### config.mk
export PLATFORM = sky130hd
export DESIGN_NAME = rvc_core
export DESIGN_NICKNAME = d
export VERILOG_FILES = /design/src/rtl/rvc_pkg.sv /design/src/rtl/rvc_decode.sv /design/src/rtl/rvc_alu.sv /design/src/rtl/rvc_regfile.sv /design/src/rtl/rvc_core.sv
export SDC_FILE = /design/constraint.sdc
export NUM_CORES = 2
export LEC_CHECK = 0
export BUFFER_PORTS_ARGS = -buffer_cell sky130_fd_sc_hd__buf_2
export CAP_MARGIN = 20
export CORE_AREA = 2 2 339 341
export DETAILED_ROUTE_END_ITERATION = 16
export DIE_AREA = 0 0 341 343
export GPL_ROUTABILITY_DRIVEN = 0
export PLACE_DENSITY_LB_ADDON = 0.25
export SYNTH_ARGS = -nofsm -noshare
export SYNTH_HDL_FRONTEND = slang
export SYNTH_SLANG_ARGS = --single-unit
### constraint.sdc
create_clock -name clk -period 16.6 [get_ports clk]
set_input_delay 3.32 -clock clk [delete_from_list [all_inputs] [get_ports clk]]
set_output_delay 3.32 -clock clk [all_outputs]
set_load 0.005 [all_outputs]
### src/rtl/rvc_pkg.sv
package rvc_pkg;

    typedef enum logic [3:0] {
        ALU_ADD  = 4'd0,
        ALU_SUB  = 4'd1,
        ALU_SLL  = 4'd2,
        ALU_SLT  = 4'd3,
        ALU_SLTU = 4'd4,
        ALU_XOR  = 4'd5,
        ALU_SRL  = 4'd6,
        ALU_SRA  = 4'd7,
        ALU_OR   = 4'd8,
        ALU_AND  = 4'd9
    } alu_op_e;

    typedef enum logic [1:0] {
        WB_ALU  = 2'd0,
        WB_MEM  = 2'd1,
        WB_LINK = 2'd2,
        WB_IMM  = 2'd3
    } wb_sel_e;

    localparam logic [6:0] OPC_LUI    = 7'b0110111;
    localparam logic [6:0] OPC_AUIPC  = 7'b0010111;
    localparam logic [6:0] OPC_JAL    = 7'b1101111;
    localparam logic [6:0] OPC_JALR   = 7'b1100111;
    localparam logic [6:0] OPC_BRANCH = 7'b1100011;
    localparam logic [6:0] OPC_LOAD   = 7'b0000011;
    localparam logic [6:0] OPC_STORE  = 7'b0100011;
    localparam logic [6:0] OPC_OPIMM  = 7'b0010011;
    localparam logic [6:0] OPC_OP     = 7'b0110011;

    typedef struct packed {
        alu_op_e alu_op;
        logic    a_pc;
        logic    b_imm;
        logic    rd_we;
        wb_sel_e wb_sel;
        logic    load;
        logic    store;
        logic    branch;
        logic    jal;
        logic    jalr;
    } ctrl_t;

endpackage

### src/rtl/rvc_decode.sv
module rvc_decode
    import rvc_pkg::*;
#(
    parameter int XLEN = 32
) (
    input  logic [31:0]     instr,
    output ctrl_t           ctrl,
    output logic [XLEN-1:0] imm
);
    logic [6:0] opc;
    logic [2:0] f3;
    logic       alt;
    alu_op_e    arith;

    assign opc = instr[6:0];
    assign f3  = instr[14:12];
    assign alt = instr[30];

    // funct3 to ALU operation; alt selects SUB (register form only) and SRA
    always_comb begin
        unique case (f3)
            3'b000:  arith = (alt && opc == OPC_OP) ? ALU_SUB : ALU_ADD;
            3'b001:  arith = ALU_SLL;
            3'b010:  arith = ALU_SLT;
            3'b011:  arith = ALU_SLTU;
            3'b100:  arith = ALU_XOR;
            3'b101:  arith = alt ? ALU_SRA : ALU_SRL;
            3'b110:  arith = ALU_OR;
            default: arith = ALU_AND;
        endcase
    end

    always_comb begin
        ctrl = '0;
        imm  = '0;
        unique case (opc)
            OPC_LUI: begin
                imm = XLEN'({instr[31:12], 12'b0});
                ctrl.rd_we = 1'b1; ctrl.wb_sel = WB_IMM;
            end
            OPC_AUIPC: begin
                imm = XLEN'({instr[31:12], 12'b0});
                ctrl.rd_we = 1'b1; ctrl.a_pc = 1'b1; ctrl.b_imm = 1'b1;
            end
            OPC_JAL: begin
                imm = {{(XLEN-20){instr[31]}}, instr[19:12], instr[20], instr[30:21], 1'b0};
                ctrl.rd_we = 1'b1; ctrl.wb_sel = WB_LINK; ctrl.jal = 1'b1;
            end
            OPC_JALR: begin
                imm = {{(XLEN-12){instr[31]}}, instr[31:20]};
                ctrl.rd_we = 1'b1; ctrl.wb_sel = WB_LINK; ctrl.b_imm = 1'b1; ctrl.jalr = 1'b1;
            end
            OPC_BRANCH: begin
                imm = {{(XLEN-12){instr[31]}}, instr[7], instr[30:25], instr[11:8], 1'b0};
                ctrl.branch = 1'b1;
            end
            OPC_LOAD: begin
                imm = {{(XLEN-12){instr[31]}}, instr[31:20]};
                ctrl.rd_we = 1'b1; ctrl.wb_sel = WB_MEM; ctrl.b_imm = 1'b1; ctrl.load = 1'b1;
            end
            OPC_STORE: begin
                imm = {{(XLEN-12){instr[31]}}, instr[31:25], instr[11:7]};
                ctrl.b_imm = 1'b1; ctrl.store = 1'b1;
            end
            OPC_OPIMM: begin
                imm = {{(XLEN-12){instr[31]}}, instr[31:20]};
                ctrl.rd_we = 1'b1; ctrl.b_imm = 1'b1; ctrl.alu_op = arith;
            end
            OPC_OP: begin
                ctrl.rd_we = 1'b1; ctrl.alu_op = arith;
            end
            default: ;  // unsupported opcode retires as a no-op
        endcase
    end

endmodule

### src/rtl/rvc_alu.sv
module rvc_alu
    import rvc_pkg::*;
#(
    parameter int XLEN = 32
) (
    input  alu_op_e         op,
    input  logic [XLEN-1:0] a,
    input  logic [XLEN-1:0] b,
    output logic [XLEN-1:0] y
);
    localparam int SHW = $clog2(XLEN);

    logic [SHW-1:0] sh;
    assign sh = b[SHW-1:0];  // low bits of the amount only

    always_comb begin
        unique case (op)
            ALU_ADD:  y = a + b;
            ALU_SUB:  y = a - b;
            ALU_SLL:  y = a << sh;
            ALU_SLT:  y = XLEN'($signed(a) < $signed(b));
            ALU_SLTU: y = XLEN'(a < b);
            ALU_XOR:  y = a ^ b;
            ALU_SRL:  y = a >> sh;
            ALU_SRA:  y = $unsigned($signed(a) >>> sh);
            ALU_OR:   y = a | b;
            ALU_AND:  y = a & b;
            default:  y = '0;
        endcase
    end

endmodule

### src/rtl/rvc_regfile.sv
module rvc_regfile #(
    parameter int XLEN = 32,
    parameter int NREG = 32,
    localparam int AW  = $clog2(NREG)
) (
    input  logic            clk,
    input  logic            rst_n,
    input  logic [AW-1:0]   raddr_a,
    input  logic [AW-1:0]   raddr_b,
    output logic [XLEN-1:0] rdata_a,
    output logic [XLEN-1:0] rdata_b,
    input  logic            we,
    input  logic [AW-1:0]   waddr,
    input  logic [XLEN-1:0] wdata
);
    logic [XLEN-1:0] regs [NREG];

    for (genvar i = 0; i < NREG; i++) begin : g_reg
        if (i == 0) begin : g_zero
            assign regs[i] = '0;  // hard-wired zero
        end else begin : g_store
            always_ff @(posedge clk) begin
                if (we && waddr == AW'(i)) regs[i] <= wdata;
            end
        end
    end

    assign rdata_a = regs[raddr_a];
    assign rdata_b = regs[raddr_b];

    // a write to a nonzero register is visible on the next cycle
    a_r1_write_lands: assert property (@(posedge clk) disable iff (!rst_n)
        (we && waddr != '0) |=> regs[$past(waddr)] == $past(wdata));

endmodule

### src/rtl/rvc_core.sv
module rvc_core
    import rvc_pkg::*;
#(
    parameter int XLEN = 32,
    parameter int NREG = 32
) (
    input  logic              clk,
    input  logic              rst_n,
    output logic [XLEN-1:0]   imem_addr,
    input  logic [31:0]       imem_rdata,
    output logic [XLEN-1:0]   dmem_addr,
    output logic [XLEN-1:0]   dmem_wdata,
    output logic [XLEN/8-1:0] dmem_wmask,
    output logic              dmem_we,
    input  logic [XLEN-1:0]   dmem_rdata
);
    localparam int NLANES = XLEN / 8;
    localparam int LANE_W = $clog2(NLANES);
    localparam int AW     = $clog2(NREG);

    logic [XLEN-1:0]   pc, pc_next, pc_plus4, pc_rel;
    ctrl_t             ctrl;
    logic [XLEN-1:0]   imm, rs1v, rs2v, alu_a, alu_b, alu_y;
    logic [XLEN-1:0]   load_val, wb_val, lane_data;
    logic [2:0]        f3;
    logic [LANE_W-1:0] byte_off;
    logic              take;

    assign f3 = imem_rdata[14:12];

    rvc_decode #(.XLEN(XLEN)) u_dec (.instr(imem_rdata), .ctrl(ctrl), .imm(imm));

    rvc_regfile #(.XLEN(XLEN), .NREG(NREG)) u_rf (
        .clk(clk), .rst_n(rst_n),
        .raddr_a(imem_rdata[15 +: AW]), .raddr_b(imem_rdata[20 +: AW]),
        .rdata_a(rs1v), .rdata_b(rs2v),
        .we(ctrl.rd_we & rst_n), .waddr(imem_rdata[7 +: AW]), .wdata(wb_val)
    );

    assign alu_a = ctrl.a_pc  ? pc  : rs1v;
    assign alu_b = ctrl.b_imm ? imm : rs2v;

    rvc_alu #(.XLEN(XLEN)) u_alu (.op(ctrl.alu_op), .a(alu_a), .b(alu_b), .y(alu_y));

    // branch condition
    always_comb begin
        unique case (f3)
            3'b000:  take = (rs1v == rs2v);
            3'b001:  take = (rs1v != rs2v);
            3'b100:  take = ($signed(rs1v) <  $signed(rs2v));
            3'b101:  take = ($signed(rs1v) >= $signed(rs2v));
            3'b110:  take = (rs1v <  rs2v);
            3'b111:  take = (rs1v >= rs2v);
            default: take = 1'b0;
        endcase
    end

    // next PC
    assign pc_plus4 = pc + XLEN'(4);
    assign pc_rel   = pc + imm;
    always_comb begin
        if (ctrl.jalr)                          pc_next = {alu_y[XLEN-1:1], 1'b0};
        else if (ctrl.jal || (ctrl.branch && take)) pc_next = pc_rel;
        else                                    pc_next = pc_plus4;
    end

    always_ff @(posedge clk or negedge rst_n) begin
        if (!rst_n) pc <= '0;
        else        pc <= pc_next;
    end

    assign imem_addr = pc;
    assign dmem_addr = alu_y;
    assign byte_off  = alu_y[LANE_W-1:0];

    // load lane extraction and extension
    assign lane_data = dmem_rdata >> {byte_off, 3'b000};
    always_comb begin
        unique case (f3)
            3'b000:  load_val = {{(XLEN-8){lane_data[7]}},   lane_data[7:0]};
            3'b001:  load_val = {{(XLEN-16){lane_data[15]}}, lane_data[15:0]};
            3'b100:  load_val = {{(XLEN-8){1'b0}},           lane_data[7:0]};
            3'b101:  load_val = {{(XLEN-16){1'b0}},          lane_data[15:0]};
            default: load_val = dmem_rdata;
        endcase
    end

    // store mask and replicated data
    always_comb begin
        unique case (f3[1:0])
            2'b00: begin
                dmem_wmask = NLANES'(1) << byte_off;
                dmem_wdata = {NLANES{rs2v[7:0]}};
            end
            2'b01: begin
                dmem_wmask = NLANES'(3) << byte_off;
                dmem_wdata = {(NLANES/2){rs2v[15:0]}};
            end
            default: begin
                dmem_wmask = '1;
                dmem_wdata = rs2v;
            end
        endcase
        if (!ctrl.store) dmem_wmask = '0;
    end
    assign dmem_we = ctrl.store & rst_n;

    // write-back select
    always_comb begin
        unique case (ctrl.wb_sel)
            WB_MEM:  wb_val = load_val;
            WB_LINK: wb_val = pc_plus4;
            WB_IMM:  wb_val = imm;
            default: wb_val = alu_y;
        endcase
    end

    // PC held at zero through reset
    a_r2_pc_reset: assert property (@(posedge clk)
        !rst_n |=> imem_addr == '0);

    // non-control opcodes step the PC by 4
    a_r3_seq_pc: assert property (@(posedge clk) disable iff (!rst_n)
        (imem_rdata[6:0] != OPC_JAL && imem_rdata[6:0] != OPC_JALR && imem_rdata[6:0] != OPC_BRANCH)
        |=> imem_addr == $past(imem_addr) + XLEN'(4));

    // JALR target has bit 0 cleared
    a_r8_jalr_even: assert property (@(posedge clk) disable iff (!rst_n)
        (imem_rdata[6:0] == OPC_JALR) |=> !imem_addr[0]);

    // a byte store enables exactly one lane
    a_r11_sb_one_lane: assert property (@(posedge clk) disable iff (!rst_n)
        (dmem_we && imem_rdata[14:12] == 3'b000) |-> $countones(dmem_wmask) == 1);

    // loads never strobe a write
    a_r12_load_no_store: assert property (@(posedge clk) disable iff (!rst_n)
        (imem_rdata[6:0] == OPC_LOAD) |-> !dmem_we);

endmodule

==> metrics.yaml <==
antenna_found_initial: 9
outcome: "complete, no violations"
clock_sinks: 1024
crit_top_cell: "nor2_1"
synth_top_cell_area_share_pct: 48.2
postCtsHoldBufs: 0
syn_inst: 4772
yosysTopAreaCell: "edfxtp_1"
path_class: "input port to output port"
dieArea_um2: 117000
layout-drive-gt1-share_pct: 22.6
cts_tree: "yes"
ys_seq_area_share_pct: 49.5
rows: 124
root_buffer: "clkbuf_16"
critPathRequiredTime_ps: 13280
area_growth_pct: 10.5
fin_crit_sh_pct: 86.4
final.min_clock_period_ps: 14340
maxSlewViolCount: 0
wl_met1_um: 78900
layout.cells.most_common: "edfxtp_1"
slew-limit-headroom_pct: 14.8
end_kind: "output port"
leakage_uw: 0.0243
drtIter0Drc: 8376
tightest_slew_ps: 1270
yosys-top-cells-area: "edfxtp_1, mux4_2, mux2i_1"
hold_violations: 0
crit_path_max_fanout: 104
hold_class: "flip-flop to flip-flop"
fin_nets: 5094
portBuffers: 166
grt_pass1_wl_um: 326000
path_cells: "buf_8 -> buf_12 -> mux4_2 -> mux4_2 -> mux2i_1 -> nor2_1 -> a21o_1 -> ha_1 -> nor4_1 -> nand3_1 -> o211ai_1 -> a221o_1 -> o21ai_0 -> o21ai_0 -> a2111o_1 -> and4_1 -> inv_2 -> nor2_1 -> nor2_1 -> nor2_1 -> buf_2"
fin_area_um2: 68300
fin_skew_ps: 93.1
syn_nets: 5002
wl_met2_um: 95800
top_layer_used: "met5"
die_h_um: 343
drc: 0
wirelength_um: 230000
avgViaCountPerCell: 7.48
pwr-share-clk_pct: 30.2
grt_pass1_vias: 45900
ff2ff_setup_slack_ps: 8470
grt_max_degree: 117
vias: 48300
post-dp-hpwl_um: 152000
arrival_ps: 11020
p_seq_share_pct: 41.7
cpLargestDelayFamily: "compound AO/OA/AOI/OAI gates"
cp_num_buf_inv: 4
combPwrFrac_pct: 28.0
ys_types: 96
synth-edff-count: 992
clkTransAtPathRegs_ps: 60
p_per_area_nw_per_um2: 117
p_sw_share_pct: 33.6
clk_path_buf_depth: 3
maxCapViolCount: 0
internal_power_uw: 5300
cts_resized: 0
die_width_um: 341
track_usage_pct: 38.7
ir_worst_vdd_mv: 0.0797
fmax_ghz: 0.0697
yosys_warnings: 0
io_pins: 167
switchingPower_uw: 2680
numCtsBuffers: 101
dr_wl_met3_um: 37200
grt_setup_unrepaired: "false"
finalSetupViolCount: 0
ys_ff_latch: 1024
syn_avg_cell_area_um2: 13.0
cp-start-kind: "input port"
mostFrequentLayoutCells: "edfxtp_1, mux4_2, mux2i_1, nand2_1, nor2_1"
synth_flop_cell: "edfxtp_1"
fin_setup_tns_ps: 0
syn_area_um2: 61800
cp_slowest_cell: "mux2i_1"
htreeDepth: 3
postSynth.asyncResetShare_pct: 3.13
overflow: 0
max_stage_delay_ps: 910
core_area_um2: 113000
detail_route.wl_per_cell_um: 35.5
ant_nets: 0
place_area_um2: 64700
start_util_pct: 54.5
post_cts_buffers: 0
insertion_delay_ps: 750
first_pass_iters: 13
==> through the flow <==
step	worst slack (ps)	utilization [%]	total power (uW)	hold WS, ps	std cells
floorplan	3920	-	4580	533	4772
global placement	2380	57.0	5400	681	6261
detailed placement	2380	57.0	5430	699	6263
CTS	2360	60.1	7810	707	6449
global route	1810	60.2	8180	762	6460
finish	2260	60.3	7980	729	6462
==> metal layers <==
| metal | global-route usage [%] | up-vias |
|---|---|---|
| li1 | - | 19200 |
| met1 | 50.4 | 23600 |
| met2 | 55.7 | 4490 |
| met3 | 13.4 | 989 |
| met4 | 24.2 | 8 |
| met5 | 0 | - |
==> final timing paths <==
check,cells past startpoint,startpoint,end
worst min-delay path,2,imem_addr[0]$_DFFE_PN0P_,imem_addr[0]$_DFFE_PN0P_
worst max register to register,21,u_rf.regs[231]$_DFFE_PP_,u_rf.regs[218]$_DFFE_PP_
worst min register to register,2,imem_addr[0]$_DFFE_PN0P_,imem_addr[0]$_DFFE_PN0P_
min in group asynchronous,2,rst_n,imem_addr[29]$_DFF_PN0_
worst max-delay path,21,imem_rdata[20],dmem_wmask[0]
max in group asynchronous,2,rst_n,imem_addr[0]$_DFFE_PN0P_
==> final cells by class <==
| type | instances | area [um2] |
|---|---|---|
| antenna | 3 | 7.51 |
| multi-input combinational | 3265 | 29500 |
| clock inverter | 66 | 832 |
| fill | 8593 | 45100 |
| clock buffer | 120 | 2620 |
| timing repair buffer | 333 | 2350 |
| sequential | 1024 | 30600 |
| inverter | 139 | 529 |
| tap | 1512 | 1890 |
==> synthesized netlist by cell type, drive strengths merged, types with 28 or more instances <==
master    n
edfxtp  992
mux4    409
mux2i   338
nor2    328
nand2   318
a21oi   294
o21ai   220
clkbuf  173
buf     171
ha      161
mux2    138
inv     136
a22oi   121
a21o     68
nand3    67
a21boi   56
nor3     56
a211oi   49
o221ai   46
a221oi   45
a221o    36
o211ai   36
xnor2    36
dfrtp    32
and3     29
nand2b   28
nor2b    28
==> registers in the layout (all words and copies together), names as in the netlist <==
signal and count:
imem_addr 32, u_rf.regs 992
==> kinds of logic (layout without fill, tap and decap cells) <==
logic type	after synthesis	after routing	share of synthesized area [%]
multiplexers	885	885	22.9
AND/OR/NAND/NOR	974	974	7.16
flip-flops	1024	1024	49.5
other	0	3	0
adder cells (fa/ha/maj)	164	164	3.35
AO/OA/AOI/OAI	1181	1181	12.9
buffers and inverters	483	658	3.40
XOR/XNOR	61	61	0.864
==> power by group through the flow <==
stage          registers (uW)  clock network (uW)  logic, uW
2_1_floorplan            3310                   0       1270
3_3_place_gp             3380                   0       2020
3_5_place_dp             3380                   0       2060
4_1_cts                  3320                2420       2070
5_1_grt                  3320                2520       2340
6_report                 3330                2410       2240
==> worst min-delay path, cell delays in order (launching register included) <==
cell     delay [ps]
dfrtp_1         500
nand2_1         100
o21ai_0          80
Note: power is estimated with default switching activity, not from simulation.
